===== src/rtl/secs_pkg.sv =====
package secs_pkg;
  localparam int DATA_W = 16;
  localparam int CNT_W  = 2 * DATA_W;

  localparam int OFF_CTRL     = 'h00;
  localparam int OFF_FREQ_LO  = 'h04;
  localparam int OFF_FREQ_HI  = 'h08;
  localparam int OFF_PRE_LO   = 'h0C;
  localparam int OFF_PRE_HI   = 'h10;
  localparam int OFF_MATCH_LO = 'h14;
  localparam int OFF_MATCH_HI = 'h18;
  localparam int OFF_STATUS   = 'h1C;
  localparam int OFF_SNAP_LO  = 'h20;
  localparam int OFF_SNAP_HI  = 'h24;

  typedef logic [CNT_W-1:0] cnt_t;

  // bit 7 down to bit 0 of the control word
  typedef struct packed {
    logic clr;
    logic force_on;
    logic mask;
    logic snap;
    logic load;
    logic wrap;
    logic en;
    logic run;
  } ctrl_t;

  localparam ctrl_t CTRL_RST = 8'h21;

  // next value of the seconds count on a tick
  function automatic cnt_t count_step(input cnt_t c, input logic wrap);
    if (c == '1) return wrap ? '0 : c;
    return c + 1'b1;
  endfunction

  // prescaler has reached the end of one second
  function automatic logic tick_due(input cnt_t pre, input cnt_t freq);
    if (freq <= cnt_t'(1)) return 1'b1;
    return pre >= (freq - 1'b1);
  endfunction
endpackage


===== src/rtl/secs_regs.sv =====
module secs_regs
  import secs_pkg::*;
#(
  parameter int ADDR_W = 6
) (
  input  logic              clk,
  input  logic              rst_n,
  input  logic [ADDR_W-1:0] addr,
  input  logic              wr,
  input  logic [DATA_W-1:0] wdata,
  input  logic              rd,
  output logic [DATA_W-1:0] rdata,
  input  logic              alarm_flag,
  input  logic              raw_irq,
  input  cnt_t              snap_val,
  output ctrl_t             ctrl,
  output cnt_t              freq,
  output cnt_t              preset,
  output cnt_t              match
);
  ctrl_t ctrl_q;
  cnt_t  freq_q, pre_q, match_q;
  logic  ctrl_wr;

  assign ctrl_wr = wr && (addr == ADDR_W'(OFF_CTRL));

  always_ff @(posedge clk or negedge rst_n) begin
    if (!rst_n) begin
      ctrl_q  <= CTRL_RST;
      freq_q  <= '0;
      pre_q   <= '0;
      match_q <= '0;
    end else begin
      ctrl_q.load <= 1'b0;
      ctrl_q.snap <= 1'b0;
      ctrl_q.clr  <= 1'b0;
      if (wr) begin
        case (addr)
          ADDR_W'(OFF_CTRL):     ctrl_q <= ctrl_t'(wdata[7:0]);
          ADDR_W'(OFF_FREQ_LO):  freq_q[DATA_W-1:0] <= wdata;
          ADDR_W'(OFF_FREQ_HI):  freq_q[CNT_W-1:DATA_W] <= wdata;
          ADDR_W'(OFF_PRE_LO):   pre_q[DATA_W-1:0] <= wdata;
          ADDR_W'(OFF_PRE_HI):   pre_q[CNT_W-1:DATA_W] <= wdata;
          ADDR_W'(OFF_MATCH_LO): match_q[DATA_W-1:0] <= wdata;
          ADDR_W'(OFF_MATCH_HI): match_q[CNT_W-1:DATA_W] <= wdata;
          default: ;
        endcase
      end
    end
  end

  always_comb begin
    rdata = '0;
    if (rd) begin
      case (addr)
        ADDR_W'(OFF_CTRL):     rdata = {{(DATA_W-8){1'b0}}, ctrl_q};
        ADDR_W'(OFF_FREQ_LO):  rdata = freq_q[DATA_W-1:0];
        ADDR_W'(OFF_FREQ_HI):  rdata = freq_q[CNT_W-1:DATA_W];
        ADDR_W'(OFF_PRE_LO):   rdata = pre_q[DATA_W-1:0];
        ADDR_W'(OFF_PRE_HI):   rdata = pre_q[CNT_W-1:DATA_W];
        ADDR_W'(OFF_MATCH_LO): rdata = match_q[DATA_W-1:0];
        ADDR_W'(OFF_MATCH_HI): rdata = match_q[CNT_W-1:DATA_W];
        ADDR_W'(OFF_STATUS):   rdata = {{(DATA_W-2){1'b0}}, alarm_flag, raw_irq};
        ADDR_W'(OFF_SNAP_LO):  rdata = snap_val[DATA_W-1:0];
        ADDR_W'(OFF_SNAP_HI):  rdata = snap_val[CNT_W-1:DATA_W];
        default:               rdata = '0;
      endcase
    end
  end

  assign ctrl   = ctrl_q;
  assign freq   = freq_q;
  assign preset = pre_q;
  assign match  = match_q;

  AST_LOAD_SELF_CLEAR: assert property (@(posedge clk) disable iff (!rst_n)
    ctrl_q.load && !ctrl_wr |=> !ctrl_q.load);
  AST_SNAP_SELF_CLEAR: assert property (@(posedge clk) disable iff (!rst_n)
    ctrl_q.snap && !ctrl_wr |=> !ctrl_q.snap);
  AST_CLR_SELF_CLEAR: assert property (@(posedge clk) disable iff (!rst_n)
    ctrl_q.clr && !ctrl_wr |=> !ctrl_q.clr);
endmodule


===== src/rtl/secs_tick_gen.sv =====
module secs_tick_gen
  import secs_pkg::*;
(
  input  logic clk,
  input  logic rst_n,
  input  logic run,
  input  logic en,
  input  cnt_t freq,
  output logic tick
);
  cnt_t pre_q;

  assign tick = run && en && tick_due(pre_q, freq);

  always_ff @(posedge clk or negedge rst_n) begin
    if (!rst_n)      pre_q <= '0;
    else if (!run)   pre_q <= '0;
    else if (en)     pre_q <= tick ? '0 : pre_q + 1'b1;
  end

  AST_TICK_SPACED: assert property (@(posedge clk) disable iff (!rst_n)
    tick && (freq > cnt_t'(1)) |=> !tick || (freq <= cnt_t'(1)));
  AST_PRESCALE_HOLD: assert property (@(posedge clk) disable iff (!rst_n)
    run && !en |=> $stable(pre_q));
endmodule


===== src/rtl/secs_counter.sv =====
module secs_counter
  import secs_pkg::*;
(
  input  logic clk,
  input  logic rst_n,
  input  logic run,
  input  logic load,
  input  cnt_t preset,
  input  logic tick,
  input  logic wrap,
  input  logic snap_req,
  output cnt_t count,
  output cnt_t snap_val
);
  cnt_t cnt_q, snap_q;

  always_ff @(posedge clk or negedge rst_n) begin
    if (!rst_n)      cnt_q <= '0;
    else if (!run)   cnt_q <= '0;
    else if (load)   cnt_q <= preset;
    else if (tick)   cnt_q <= count_step(cnt_q, wrap);
  end

  always_ff @(posedge clk or negedge rst_n) begin
    if (!rst_n)        snap_q <= '0;
    else if (snap_req) snap_q <= cnt_q;
  end

  assign count    = cnt_q;
  assign snap_val = snap_q;

  AST_LOAD_TAKES: assert property (@(posedge clk) disable iff (!rst_n)
    run && load |=> cnt_q == $past(preset));
  AST_SNAPSHOT: assert property (@(posedge clk) disable iff (!rst_n)
    snap_req |=> snap_q == $past(cnt_q));
  AST_HOLD_IDLE: assert property (@(posedge clk) disable iff (!rst_n)
    run && !load && !tick |=> $stable(cnt_q));
  AST_SATURATE: assert property (@(posedge clk) disable iff (!rst_n)
    run && !load && !wrap && (cnt_q == '1) |=> cnt_q == '1);
  AST_SOFT_CLEAR: assert property (@(posedge clk) disable iff (!rst_n)
    !run |=> cnt_q == '0);
endmodule


===== src/rtl/secs_alarm.sv =====
module secs_alarm
  import secs_pkg::*;
(
  input  logic clk,
  input  logic rst_n,
  input  logic run,
  input  cnt_t count,
  input  cnt_t match,
  input  logic mask,
  input  logic force_on,
  input  logic clr,
  output logic flag,
  output logic raw,
  output logic irq
);
  logic eq, eq_prev_q, hit, flag_q;

  assign eq  = (count == match);
  assign hit = run && eq && !eq_prev_q;

  always_ff @(posedge clk or negedge rst_n) begin
    if (!rst_n) eq_prev_q <= 1'b1;
    else        eq_prev_q <= run ? eq : 1'b1;
  end

  always_ff @(posedge clk or negedge rst_n) begin
    if (!rst_n)     flag_q <= 1'b0;
    else if (!run)  flag_q <= 1'b0;
    else if (hit)   flag_q <= 1'b1;
    else if (clr)   flag_q <= 1'b0;
  end

  assign flag = flag_q;
  assign raw  = flag_q | force_on;
  assign irq  = raw & ~mask;

  AST_ALARM_SET: assert property (@(posedge clk) disable iff (!rst_n)
    hit |=> flag_q);
  AST_ALARM_STICKY: assert property (@(posedge clk) disable iff (!rst_n)
    run && flag_q && !clr |=> flag_q);
  AST_CLEAR_DROPS: assert property (@(posedge clk) disable iff (!rst_n)
    clr && !hit |=> !flag_q);
  AST_SOFT_DROPS: assert property (@(posedge clk) disable iff (!rst_n)
    !run |=> !flag_q);
endmodule


===== src/rtl/secs_alarm_top.sv =====
module secs_alarm_top
  import secs_pkg::*;
#(
  parameter int ADDR_W = 6
) (
  input  logic              clk,
  input  logic              rst_n,
  input  logic [ADDR_W-1:0] bus_addr,
  input  logic              bus_wr,
  input  logic [15:0]       bus_wdata,
  input  logic              bus_rd,
  output logic [15:0]       bus_rdata,
  output logic              irq
);
  ctrl_t ctrl;
  cnt_t  freq, preset, match, count, snap_val;
  logic  tick, alarm_flag, raw_irq;

  secs_regs #(.ADDR_W(ADDR_W)) u_regs (
    .clk(clk), .rst_n(rst_n), .addr(bus_addr), .wr(bus_wr), .wdata(bus_wdata),
    .rd(bus_rd), .rdata(bus_rdata), .alarm_flag(alarm_flag), .raw_irq(raw_irq),
    .snap_val(snap_val), .ctrl(ctrl), .freq(freq), .preset(preset), .match(match)
  );

  secs_tick_gen u_tick (
    .clk(clk), .rst_n(rst_n), .run(ctrl.run), .en(ctrl.en), .freq(freq), .tick(tick)
  );

  secs_counter u_cnt (
    .clk(clk), .rst_n(rst_n), .run(ctrl.run), .load(ctrl.load), .preset(preset),
    .tick(tick), .wrap(ctrl.wrap), .snap_req(ctrl.snap), .count(count), .snap_val(snap_val)
  );

  secs_alarm u_alarm (
    .clk(clk), .rst_n(rst_n), .run(ctrl.run), .count(count), .match(match),
    .mask(ctrl.mask), .force_on(ctrl.force_on), .clr(ctrl.clr),
    .flag(alarm_flag), .raw(raw_irq), .irq(irq)
  );

  AST_MASK_QUIET: assert property (@(posedge clk) disable iff (!rst_n)
    ctrl.mask |-> !irq);
  AST_FORCE_RAISES: assert property (@(posedge clk) disable iff (!rst_n)
    ctrl.force_on && !ctrl.mask |-> irq);
endmodule


===== config.mk =====
export PLATFORM = sky130hd
export DESIGN_NAME = secs_alarm_top
export DESIGN_NICKNAME = d
export VERILOG_FILES = /design/src/rtl/secs_pkg.sv /design/src/rtl/secs_regs.sv /design/src/rtl/secs_tick_gen.sv /design/src/rtl/secs_counter.sv /design/src/rtl/secs_alarm.sv /design/src/rtl/secs_alarm_top.sv
export SDC_FILE = /design/constraint.sdc
export NUM_CORES = 1
export LEC_CHECK = 0
export ABC_AREA = 0
export CAP_MARGIN = 20
export CORE_MARGIN = 2
export CORE_UTILIZATION = 55
export CTS_CLUSTER_SIZE = 40
export DETAILED_ROUTE_END_ITERATION = 6
export HOLD_SLACK_MARGIN = 0.1
export PLACE_DENSITY = 0.73
export SYNTH_ARGS = -nofsm -noshare
export SYNTH_HDL_FRONTEND = slang
export SYNTH_SLANG_ARGS = --single-unit

===== constraint.sdc =====
create_clock -name clk -period 5.35 [get_ports clk]
set_input_delay 1.07 -clock clk [delete_from_list [all_inputs] [get_ports clk]]
set_output_delay 1.07 -clock clk [all_outputs]
set_load 0.005 [all_outputs]

# ---- Word level (Yosys, flattened, before mapping)
# Cells that the tools add are included.
dict set report word_totals {
  ff_bits 202
  output_inout_bits 17
  in_bits 26
  word_cells 80
}
dict set report op_classes {
  n_addsub 3
  n_reduce_logical 14
  n_bitwise 3
  n_eq_ne 15
  n_mux 24
  n_lt_le_gt_ge 2
}
# operator count
set ops {}
lappend ops {{$mux W32} 9}
lappend ops {{$pmux W16 S10} 1}
lappend ops {{$add A32 B1 Y32 const B} 2}
lappend ops {{$eq A32 B32 Y1} 1}
lappend ops {{$eq A32 B32 Y1 const B} 1}
lappend ops {{$ge A32 B32 Y1} 1}
lappend ops {{$le A32 B1 Y1 const B} 1}
lappend ops {{$sub A32 B1 Y32 const B} 1}
lappend ops {{$eq A6 B5 Y1 const B} 4}
lappend ops {{$mux W16} 1}
lappend ops {{$mux W8} 2}
lappend ops {{$reduce_and A2 Y1} 8}
lappend ops {{$eq A6 B4 Y1 const B} 2}
lappend ops {{$eq A6 B6 Y1 const B} 2}
lappend ops {{$mux W1} 11}
lappend ops {{$eq A6 B3 Y1 const B} 1}
lappend ops {{$logic_not A6 Y1} 1}
lappend ops {{$ne A3 B1 Y1 const B} 2}
lappend ops {{$ne A5 B5 Y1 const B} 1}
lappend ops {{$logic_and A1 B1 Y1} 4}
lappend ops {{$ne A2 B1 Y1 const B} 1}
lappend ops {{$and A1 B1 Y1} 1}
lappend ops {{$logic_not A1 Y1} 1}
lappend ops {{$not A1 Y1} 1}
lappend ops {{$or A1 B1 Y1} 1}

# ---- Depth between registers and ports, before layout
# Gate-level depths: netlist of the first run.
dict set report logic_depth {
  depth_word 11
  depth_mapped 18
  mapped_depth_nobuf 15
}

# ---- By module
# From an unflattened synthesis of the first run, not the netlist that was laid out.
dict set report hier_totals {
  cells_unflattened 1196
  area_unflattened_um2 12468.2
}
# mod instances area_per_inst_um2 seq_area_each_um2 cells_per_inst
set modules_own_cells {}
lappend modules_own_cells {secs_regs 1 5096.1 2605.0 385}
lappend modules_own_cells {secs_tick_gen 1 3490.8 800.8 425}
lappend modules_own_cells {secs_counter 1 3442.1 1601.5 336}
lappend modules_own_cells {secs_alarm 1 439.2 51.3 50}

# ---- Worst setup path after synthesis of the first run
# OpenSTA, ideal clock, no wires.
dict set report synth_timing {
  path_kind {register to register}
  from {register u_regs.freq_q[4], in the netlist u_regs.freq[4]}
  to {register u_tick.pre_q[14]}
  arrival_ns 4.375
  n_path_buf 2
  period_less_slack_ns 4.454
  setup_ns 0.079
  stages_incl_launch_ff 18
  slack_ns 0.896
  required_time_ns 5.271
  cell_sequence {dfrtp_1 clkbuf_1 nor4_1 nand4_1 nor3_1 nand2b_1 or4_1 nor4_1 xnor2_1 ha_1 a21oi_1 o21ai_0 a22oi_1 o211ai_4 nor3_1 clkbuf_1 a21oi_1 a21oi_1}
}
dict set report synth_via {
  elab_chain_len 7
  elab_cells_between_ends 9
  cone_classes {add/sub: 1; order compare: 2; mux: 5; reduce/logical: 1}
}
# element line_no
set synth_rtl {}
lappend synth_rtl {{start: declaration} secs_regs.sv:22} ;# cnt_t freq_q, pre_q, match_q;
lappend synth_rtl {{start signal: indexed assignment} secs_regs.sv:40} ;# ADDR_W'(OFF_FREQ_LO): freq_q[DATA_W-1:0] <= wdata;
lappend synth_rtl {{start signal: indexed assignment} secs_regs.sv:41} ;# ADDR_W'(OFF_FREQ_HI): freq_q[CNT_W-1:DATA_W] <= wdata;
lappend synth_rtl {{$sub A32 B1 Y32 / $le A32 B1 Y1 (equally long branches)} {secs_pkg.sv:41, secs_pkg.sv:40}}
lappend synth_rtl {{$ge A32 B32 Y1 / $mux W1 (equally long branches)} {secs_pkg.sv:41, secs_pkg.sv:40}}
lappend synth_rtl {{$mux W1 *} secs_pkg.sv:41} ;# return pre >= (freq - 1'b1);
lappend synth_rtl {{$logic_and A1 B1 Y1 *} secs_tick_gen.sv:13} ;# assign tick = run && en && tick_due(pre_q, freq);
lappend synth_rtl {{$mux W32 * (2 in a row)} secs_tick_gen.sv:18} ;# else if (en) pre_q <= tick ? '0 : pre_q + 1'b1;
lappend synth_rtl {{$mux W32 *} secs_tick_gen.sv:17} ;# else if (!run) pre_q <= '0;
lappend synth_rtl {{end signal: assignment} secs_tick_gen.sv:18}
lappend synth_rtl {{end: declaration} secs_tick_gen.sv:11} ;# cnt_t pre_q;
# Every way passes the cells marked *; elsewhere a longest branch is shown, timed or not. The select of a mux whose other input is x is not followed.
# A chain may end at the register's enable or synchronous reset.

# ---- Worst setup path after layout of the first run
dict set report layout_timing {
  from {register u_regs.freq_q[6], in the netlist u_regs.freq[6]}
  to {register u_cnt.cnt_q[27], in the netlist u_cnt.count[27]}
}
dict set report layout_via {
  elab_chain_len 6
  elab_cells_between_ends 8
  cone_classes {add/sub: 1; order compare: 2; eq/ne: 1; mux: 2; reduce/logical: 2}
}
# element line_no
set layout_rtl {}
lappend layout_rtl {{$sub A32 B1 Y32 / $le A32 B1 Y1 (equally long branches)} {secs_pkg.sv:41, secs_pkg.sv:40}}
lappend layout_rtl {{$ge A32 B32 Y1 / $mux W1 (equally long branches)} {secs_pkg.sv:41, secs_pkg.sv:40}}
lappend layout_rtl {{$mux W1 *} secs_pkg.sv:41}
lappend layout_rtl {{$logic_and A1 B1 Y1 *} secs_tick_gen.sv:13}
lappend layout_rtl {{$ne A3 B1 Y1 (no source line) *} --}
lappend layout_rtl {{$reduce_and A2 Y1 (no source line) *} --}
lappend layout_rtl {{end signal: assignment} secs_counter.sv:20} ;# else if (load) cnt_q <= preset;
lappend layout_rtl {{end signal: assignment} secs_counter.sv:21} ;# else if (tick) cnt_q <= count_step(cnt_q, wrap);
lappend layout_rtl {{end: declaration} secs_counter.sv:15} ;# cnt_t cnt_q, snap_q;
# Every way passes the cells marked *; elsewhere a longest branch is shown, timed or not.

==> flow_metrics.tcl, run 1 <==
set metrics [dict create \
    outcome "complete, but fails checks" \
    violations "DRC" \
    tns_ps 0 \
    synth_top_flop_cell "dfrtp_1" \
    yosysTopAreaCellShare_pct 42.42 \
    top_level_ports 43 \
    syn_to_final_growth_pct 12.88 \
    start_util_pct 56.02 \
    grt_pass1_wl_mm 55.41 \
    netSwitchingFraction_pct 28.68 \
    viasPerCell 6.790 \
    grt_usage_pct 32.24 \
    p_leak_nw 5.733 \
    ys_types 62 \
    hpwlAfterDp_mm 24.95 \
    powerDensity_nw_per_um2 301.5 \
    slew_headroom_pct 30.97 \
    end_kind "flop" \
    post-route-period-util_pct 92.91 \
    cts_tree "done" \
    port_buffers 42 \
    finClkSkew_ps 6.766 \
    synth.net_count 1205 \
    setup_viol 0 \
    cp_max_fo 16 \
    finalWeightedCongestion 0.9012 \
    syn_area_um2 11740 \
    synth_cells 1143 \
    synth_edf_count 0 \
    dieArea_um2 22530 \
    r2r-start "u_regs.freq[6]" \
    vias 9947 \
    ant_nets 0 \
    first_iter_violations 1049 \
    fin_ws_ps 379.5 \
    antenna_found_initial 0 \
    synth_area_leader_cell "dfrtp_1" \
    synthArstFlopShare_pct 100.0 \
    clkSinkCount 202 \
    clk_latency_ps 520 \
    hold_viol_final 0 \
    finalNonFillerCells 1465 \
    slowest_stage "or4_1" \
    cts_max_level 1 \
    ir_drop_mv 0.1994 \
    maxSlewViolCount 0 \
    post_dp_cell_area_um2 12480 \
    cp.arrival_ps 5380 \
    synthTopCellsByArea "dfrtp_1 42%, mux2_2 13%, xnor2_1 4.1%" \
    drive_above_1_share_pct 18.66 \
    crit_path_max_incr_delay_ps 520 \
    power_frac_comb_pct 16.2 \
    dr.pass1.iters 7 \
    synth_warnings 0 \
    grt_max_degree 111 \
    worst_pin_slew_ps 1033 \
    drc_errors 5 \
    wl_mm 35.56 \
    power.internal_mw 2.849 \
    diodes 0 \
    crit_start "u_regs.freq[6]" \
    grt.overflow.total 0 \
    synth_seq_cells 202 \
    cts_buffers 23 \
    dpl.cell_count 1422 \
    clock_path_buffers 3 \
    cap_violations 0 \
    syn_avg_cell_area_um2 10.27 \
    worst-setup-path-type "flop to flop" \
    path_cells "nor4_1, buf_4, nand4_1, nor3_1, nand2b_1, or4_1, nor4_1, xnor2_1, ha_1, nand4_1, nor4_1, and3_1, a22o_1, o21ai_2, buf_4, and3_1, o31a_1" \
    dieHeight_um 150.1 \
    cts-root-buf "clkbuf_16" \
    start_kind "flop" \
    critPathMostFrequentCell "nor4_1" \
    p_clk_share_pct 39.6 \
    rsz0062_at_grt "false" \
    hold_buffers 0 \
    core-area_um2 20960 \
    grt_pass1_vias 9621 \
    wl_per_cell_um 24.28 \
    clkTransAtPathRegs_ps 60 \
    holdWs_ps 511.7 \
    clock.fmax_mhz 201.2 \
    place_ws_ps 268.8 \
    row_count 53 \
    cp_data_required_time_ps 5760 \
    hp-start "u_cnt.snap_val[13]" \
    fin_area_um2 13250 \
    switching_power_mw 1.146 \
    power_frac_seq_pct 44.2 \
    dieWidth_um 150.1 \
    n_fill_cell 1733 \
    hold_class "flop to flop" \
    period_minus_slack_ps 4971 \
    final_net_count 1235 \
    synth-seq-area-share_pct 43.09 \
]
==> final cells by class <==
class	count	area (µm²)	share of cell area [%]
multi-input combinational	858	6372	48.09
clock buffer	33	673.1	5.080
sequential	202	5059	38.18
clock inverter	9	81.33	0.6138
tap	275	344.1	2.597
inverter	15	56.30	0.4249
timing repair buffer	73	664.4	5.014
==> power groups by stage <==
stage / Combinational, mW / Clock (mW) / Sequential (mW)
after global placement: 0.619 / 0 / 1.78
after detailed placement: 0.633 / 0 / 1.79
after CTS: 0.638 / 1.59 / 1.76
after floorplan: 0.429 / 0 / 1.74
after global routing: 0.708 / 1.66 / 1.78
final: 0.646 / 1.58 / 1.77
==> through the flow <==
| step | utilization [%] | power, mW |
|---|---|---|
| floorplan | - | 2.167 |
| global placement | 59.54 | 2.402 |
| detailed placement | 59.54 | 2.421 |
| CTS | 63.14 | 3.989 |
| global route | 63.23 | 4.153 |
| finish | 63.23 | 3.995 |
==> path summary, 6_finish.rpt <==
kind,to,slack [ps],cells after the start
max in group asynchronous,u_cnt.count[12],3650,2
min reg2reg,u_cnt.snap_val[13],510,1
min in group asynchronous,u_tick.pre_q[4],630,1
min,u_cnt.snap_val[13],510,1
max reg2reg,u_cnt.count[27],380,17
max,u_cnt.count[27],380,17
==> logic make-up (layout without fill, tap and decap cells) <==
family / count (synthesis) / count (layout) / synth area share (%)
DFF: 202 / 202 / 43.09
buffers and inverters: 83 / 130 / 2.814
adders and majority gates: 36 / 36 / 3.837
and+or+nand+nor: 340 / 340 / 15.18
muxes: 159 / 159 / 15.10
xor gates and xnor gates: 72 / 72 / 5.372
AOI/OAI and AO/OA: 251 / 251 / 14.60
==> cells in the mapped netlist (4+ instances only) <==
cell,count
nand2_1,76
a21oi_1,55
a222oi_1,15
buf_2,5
mux2i_1,23
a21o_1,8
o31ai_1,5
mux2_2,135
or3_1,12
a22oi_1,24
or4_1,8
nor2b_1,7
clkbuf_1,59
xor2_1,17
ha_1,36
o211ai_1,8
and2_1,4
and3_1,27
nand4_1,29
o21a_1,14
o31a_1,5
nand2b_1,10
o211a_1,5
nor3_1,32
dfrtp_1,199
and4_1,11
o21ai_0,51
a22o_1,8
nand3_1,41
inv_1,15
a31oi_1,21
xnor2_1,55
nor2_1,51
nor4_1,18
a221oi_1,8
==> cells in the final DEF, fill, tap and decap left out, types with 24 or more instances in the layout <==
cell type	n
o21ai_0	51
and3_1	27
nand3_1	41
clkdlybuf4s50_1	40
xnor2_1	55
a22oi_1	24
buf_4	30
nor2_1	51
a21oi_1	55
nand2_1	76
nor3_1	29
nand4_1	29
dfrtp_1	199
mux2_2	135
ha_1	36
==> worst max-delay path: cells and delay by family (launching register included) <==
family / cells / cell delay, ps
DFF: 1 / 460
xor gates and xnor gates: 1 / 110
and+or+nand+nor: 10 / 2670
adders and majority gates: 1 / 320
buffers and inverters: 2 / 440
AOI/OAI and AO/OA: 3 / 850
==> state kept, by name, summed over array words and instances (netlist names) <==
signal	count
u_alarm.eq_prev_q	1
u_regs.match	32
u_regs.freq	32
u_cnt.count	32
u_cnt.snap_val	32
u_regs.ctrl	8
u_regs.preset	32
u_tick.pre_q	32
u_alarm.flag	1
==> what timing repair did <==
| action | CTS | global route |
|---|---|---|
| endpoints found under the setup margin | 0 | 21 |
| resized for setup | 0 | 3 |
| setup buffers | 0 | 0 |
==> metal layers <==
| metal | vias up | GRT usage [%] | part of all wire, % |
|---|---|---|---|
| met5 | - | 0 | 0 |
| met1 | 4876 | 42.13 | 40 |
| met2 | 577 | 50.59 | 46 |
| met3 | 131 | 6.758 | 9.2 |
| li1 | 4363 | - | - |
| met4 | 0 | 17.12 | 5.6 |
No activity file was read; power rests on OpenSTA's default activity.
==> run 2, diff against run 1 <==
--- a/config.mk
+++ b/config.mk
@@ -12,6 +12,7 @@
 export CTS_CLUSTER_SIZE = 40
 export DETAILED_ROUTE_END_ITERATION = 6
 export HOLD_SLACK_MARGIN = 0.1
+export MAX_ROUTING_LAYER = met4
 export PLACE_DENSITY = 0.73
 export SYNTH_ARGS = -nofsm -noshare
 export SYNTH_HDL_FRONTEND = slang
==> run 2 against run 1 <==
The run still ends with DRC left. Count of clock-buffer cells in the layout rose by 3. Worst hold slack got worse by 1.1 ps. Clock skew rose by 15 ps. Flip-flop and latch count did not move. Design area rose by 0.48%. Critical path type unchanged. Critical endpoint is now u_tick.pre_q[23]. Highest routed layer unchanged.
==> flow_metrics.tcl, run 2 (same netlist as run 1, synthesis figures left out) <==
set metrics [dict create \
    fin_ws_ps 297.5 \
    worst-setup-path-type "flop to flop" \
    postCtsSetupRepairBufs 0 \
    drive_above_1_share_pct 18.73 \
    cts_max_level 1 \
    hold_class "flop to flop" \
    cp_max_fo 22 \
    final_common_cell "dfrtp_1" \
    cts_resized 0 \
    maxUsedRoutingLayer "met4" \
    outcome "complete, but fails checks" \
    start_kind "flop" \
    cts_tree "done" \
    final_net_count 1240 \
    maxSlewViolCount 0 \
    core-area_um2 20960 \
    dr.pass1.iters 7 \
    period_minus_slack_ps 5053 \
    cts-root-buf "clkbuf_16" \
    violations "DRC" \
    port_buffers 42 \
    post-route-period-util_pct 94.44 \
    clk_latency_ps 530 \
    drc_errors 5 \
    post_dp_cell_area_um2 12510 \
    finClkSkew_ps 21.56 \
    antenna_found_initial 0 \
    clkTransAtPathRegs_ps 60 \
    fin_area_um2 13310 \
    clock_path_buffers 3 \
    reg2reg_slack_ps 300 \
    hpwlAfterDp_mm 25.34 \
    power_mw 4.042 \
    first_iter_violations 1211 \
    hold_end "u_cnt.snap_val[10]" \
    hp-start "u_cnt.snap_val[10]" \
    worst_pin_slew_ps 1029 \
    cap_violations 0 \
    multiInputGateArea_um2 6366 \
    hold_depth 1 \
    top_level_ports 43 \
    place_ws_ps 412.0 \
    wl_per_cell_um 24.36 \
    viasPerCell 6.747 \
    row_count 53 \
    grt_max_degree 127 \
    reg2reg_to "u_tick.pre_q[23]" \
    regArea_um2 5059 \
    diodes 0 \
    vias 9925 \
    cp.arrival_ps 5490 \
    met2_length_mm 16.69 \
    cts_buffers 24 \
    clock.fmax_mhz 197.9 \
    syn_to_final_growth_pct 13.42 \
    wl_met1_mm 14.13 \
    hold_buffers 0 \
    n_fill_cell 1735 \
    tns_ps 0 \
    grt_pass1_vias 9715 \
    grt.overflow.total 0 \
    clkSinkCount 202 \
    dieHeight_um 150.1 \
    final_cell_mix "199 x dfrtp_1, 135 x mux2_2, 76 x nand2_1, 55 x xnor2_1, 55 x a21oi_1" \
    slew_headroom_pct 31.21 \
    routed-wl-met3_mm 3.213 \
    rsz0062_at_grt "false" \
    powerDensity_nw_per_um2 303.6 \
    r2r-start "u_regs.freq[1]" \
    p_leak_nw 5.756 \
    grt_usage_pct 33.22 \
    setup_viol 0 \
    wl_mm 35.84 \
    cp_data_required_time_ps 5790 \
    hold_viol_final 0 \
    dieArea_um2 22530 \
    ant_nets 0 \
    end_kind "flop" \
    dieWidth_um 150.1 \
    start_util_pct 56.02 \
    rr_worst_depth 16 \
    grt_pass1_wl_mm 55.82 \
    ir_drop_mv 0.2433 \
    finalWeightedCongestion 0.9233 \
    post-route-util_pct 63.54 \
]
[run 2: changes by cell type in the layout (fill, tap and decap cells not counted)]
cell	previous run	this run
or3_2	1	0
clkinv_2	5	2
clkinvlp_4	0	2
clkbuf_16	23	24
nor3_1	29	30
inv_6	1	0
clkinv_8	0	1
buf_4	30	34
nor3_2	3	2
or3_1	11	12
clkbuf_1	4	6
[run 2: layer usage]
layer | GRT usage (%) | vias to the layer above
li1 | - | 4391
met1 | 42.63 | 4877
met2 | 51.05 | 537
met3 | 6.061 | 120
met4 | 16.23 | 0
met5 | - | -
[run 2: worst max path at each step]
stage	start	endpoint	slack [ps]	depth (start not counted)
after floorplan	u_regs.freq[4]	u_tick.pre_q[14]	900	17
after global placement	u_regs.freq[1]	u_tick.pre_q[23]	530	16
after detailed placement	u_regs.freq[1]	u_tick.pre_q[23]	410	16
after CTS	u_regs.freq[1]	u_tick.pre_q[23]	340	16
after global routing	u_regs.freq[9]	u_tick.pre_q[23]	30	16
final	u_regs.freq[1]	u_tick.pre_q[23]	300	16
[run 2: cell type report]
type                            instances  share of cell area [%]
Clock inverter                          8                  0.6672
Clock buffer                           36                   5.300
Sequential cell                       202                   37.99
Multi-Input combinational cell        858                   47.82
Tap cell                              275                   2.584
Inverter                               15                  0.4229
Timing Repair Buffer                   77                   5.216
[run 2: stage by stage]
stage	cells	hold WS (ps)
floorplan	1143	479.6
global placement	1426	490.0
detailed placement	1426	497.1
CTS	1470	508.5
global route	1471	524.2
finish	1471	510.5
[run 2: power breakdown]
group | total (mW) | switching (mW) | internal [mW]
Combinational | 0.656 | 0.364 | 0.292
Clock | 1.62 | 0.659 | 0.963
Sequential | 1.76 | 0.129 | 1.63
Total | 4.04 | 1.15 | 2.89
[run 2: worst max-delay path, stage by stage (launching register included)]
cell	delay, ps
dfrtp_1	420
nor4_1	480
nand4_1	230
nor3_1	310
nand2b_1	150
or4_1	520
nor4_1	260
xnor2_1	160
ha_1	270
a21oi_1	140
o21ai_0	90
a22oi_1	350
o211ai_4	180
or3_1	700
buf_4	290
or3_1	330
o21ai_0	70
==> run 3, diff against run 2 <==
--- a/config.mk
+++ b/config.mk
@@ -7,13 +7,15 @@
 export LEC_CHECK = 0
 export ABC_AREA = 0
 export CAP_MARGIN = 20
+export CELL_PAD_IN_SITES_DETAIL_PLACEMENT = 1
+export CELL_PAD_IN_SITES_GLOBAL_PLACEMENT = 2
 export CORE_MARGIN = 2
-export CORE_UTILIZATION = 55
+export CORE_UTILIZATION = 41
 export CTS_CLUSTER_SIZE = 40
 export DETAILED_ROUTE_END_ITERATION = 6
 export HOLD_SLACK_MARGIN = 0.1
 export MAX_ROUTING_LAYER = met4
-export PLACE_DENSITY = 0.73
+export PLACE_DENSITY = 0.8
 export SYNTH_ARGS = -nofsm -noshare
 export SYNTH_HDL_FRONTEND = slang
 export SYNTH_SLANG_ARGS = --single-unit
==> constraint.sdc (replaced) <==
create_clock -name clk -period 5.35 [get_ports clk]
set_input_delay 1.07 -clock clk [delete_from_list [all_inputs] [get_ports clk]]
set_output_delay 1.07 -clock clk [all_outputs]
set_load 0.05 [all_outputs]
==> run 3 against run 2 <==
The run now ends clean. Cell count grew 7.1%. Sequential power is essentially flat. Register-to-register slack gained 90 ps. Worst hold slack is essentially flat. Largest cell class unchanged. Non-clock buffer count grew 3.
==> flow_metrics.tcl, run 3 (same netlist as run 1, synthesis figures left out) <==
set metrics [dict create \
    hold_viol_final 0 \
    worst-setup-path-type "flop to flop" \
    cts-root-buf "clkbuf_16" \
    hold_class "flop to flop" \
    cts_max_level 1 \
    setup_viol 0 \
    final_cell_mix "199 x dfrtp_1, 135 x mux2_2, 76 x nand2_1, 55 x xnor2_1, 55 x a21oi_1" \
    grt.overflow.total 0 \
    place_ws_ps 341.5 \
    cap_violations 0 \
    end_kind "flop" \
    viasPerCell 6.241 \
    ir_drop_mv 0.1922 \
    grt_usage_pct 28.32 \
    syn_to_final_growth_pct 15.84 \
    clkSinkCount 202 \
    maxSlewViolCount 0 \
    dr.pass1.iters 6 \
    cts_tree "done" \
    start_kind "flop" \
    first_iter_violations 757 \
    cp_max_fo 18 \
    powerDensity_nw_per_um2 300.9 \
    row_count 61 \
    antenna_found_initial 0 \
    clock_path_buffers 3 \
    crit_family "compound AO/OA/AOI/OAI gates" \
    grt_pass1_vias 10200 \
    wl_mm 41.16 \
    dieArea_um2 30000 \
    reg2reg_to "u_cnt.count[20]" \
    path_cells "nor4_1, buf_4, nand4_1, nor3_2, nand2b_1, or4_1, nor4_1, xnor2_1, ha_1, a21oi_1, o21ai_0, a22oi_1, o211ai_4, o21ai_2, buf_4, nor4b_1, o31a_1" \
    cp.arrival_ps 5380 \
    hold_depth 1 \
    hpwlAfterDp_mm 29.65 \
    rsz0062_at_grt "false" \
    cp_data_required_time_ps 5770 \
    period_minus_slack_ps 4960 \
    clkTransAtPathRegs_ps 60 \
    postCtsSetupRepairBufs 0 \
    grt_max_degree 102 \
    grt_pass1_wl_mm 63.71 \
    post-route-period-util_pct 92.71 \
    top_level_ports 43 \
    cp_num_buf_inv 2 \
    clock.fmax_mhz 201.6 \
    hold_buffers 0 \
    finClkSkew_ps 10.79 \
    cts_buffers 25 \
    hp-start "u_cnt.snap_val[18]" \
    diodes 0 \
    hold_end "u_cnt.snap_val[18]" \
    slowest_stage "o21ai_2" \
    worst_pin_slew_ps 1033 \
    core-area_um2 28010 \
    clk_latency_ps 540 \
    vias 9830 \
    crit_path_max_incr_delay_ps 710 \
    r2r-start "u_regs.freq[6]" \
    dieHeight_um 173.2 \
    start_util_pct 41.91 \
    drc_errors 0 \
    slew_headroom_pct 31.10 \
    fin_ws_ps 390.0 \
    ant_nets 0 \
    tns_ps 0 \
    port_buffers 42 \
    p_leak_nw 5.843 \
    wl_per_cell_um 26.14 \
    final_net_count 1244 \
    outcome "finished, final reports clean" \
    rr_worst_depth 17 \
    finalWeightedCongestion 0.9006 \
    dieWidth_um 173.2 \
    reg2reg_slack_ps 390 \
    final_common_cell "dfrtp_1" \
    drive_above_1_share_pct 20.13 \
]
run 3: worst max path at each step:
stage,start,to,slack [ps],cells past startpoint
2_1_floorplan,u_regs.freq[4],u_tick.pre_q[14],900,17
3_3_place_gp,u_regs.freq[5],u_cnt.count[20],550,17
3_5_place_dp,u_regs.freq[6],u_cnt.count[20],340,17
4_1_cts,u_regs.freq[3],u_cnt.count[20],270,17
5_1_grt,u_regs.freq[2],u_cnt.count[3],4,17
6_report,u_regs.freq[6],u_cnt.count[20],390,17
run 3: stage by stage:
step | instance area (µm²) | hold slack, ps | util, % | cells | power [mW]
global placement | 12810 | 491.9 | 45.74 | 1533 | 2.449
CTS | 13590 | 509.7 | 48.51 | 1575 | 4.115
global route | 13600 | 520.8 | 48.55 | 1575 | 4.266
finish | 13600 | 510.0 | 48.55 | 1575 | 4.092
detailed placement | 12810 | 495.7 | 45.74 | 1533 | 2.468
floorplan | 11740 | 479.6 | - | 1143 | 2.172
run 3: layer usage:
metal	up-vias	part of all wire, %	track usage [%]
li1	4383	-	-
met3	92	5.3	3.892
met1	5071	43	36.56
met4	0	4.4	11.26
met2	284	47	45.10
met5	-	0	-
run 3: timing repair:
action | 4_1_cts | 5_1_grt
endpoints found under the setup margin | 0 | 12
gates resized for setup | 0 | 2
endpoints found under the hold margin | 0 | 0
run 3: layout make-up:
cell class	count	area [µm²]
clock buffers	37	720.7
clock inverters	5	53.80
inverters	15	56.30
repair buffers	80	864.6
well taps	378	473.0
fillers	3062	14410
multi-input cells	858	6371
flip-flops and latches	202	5059
run 3: power by group:
group | leakage [nW] | switching, mW | internal, mW
Sequential | 2.74 | 0.138 | 1.63
Clock | 0.383 | 0.672 | 0.970
Combinational | 2.72 | 0.385 | 0.293
Total | 5.84 | 1.20 | 2.90
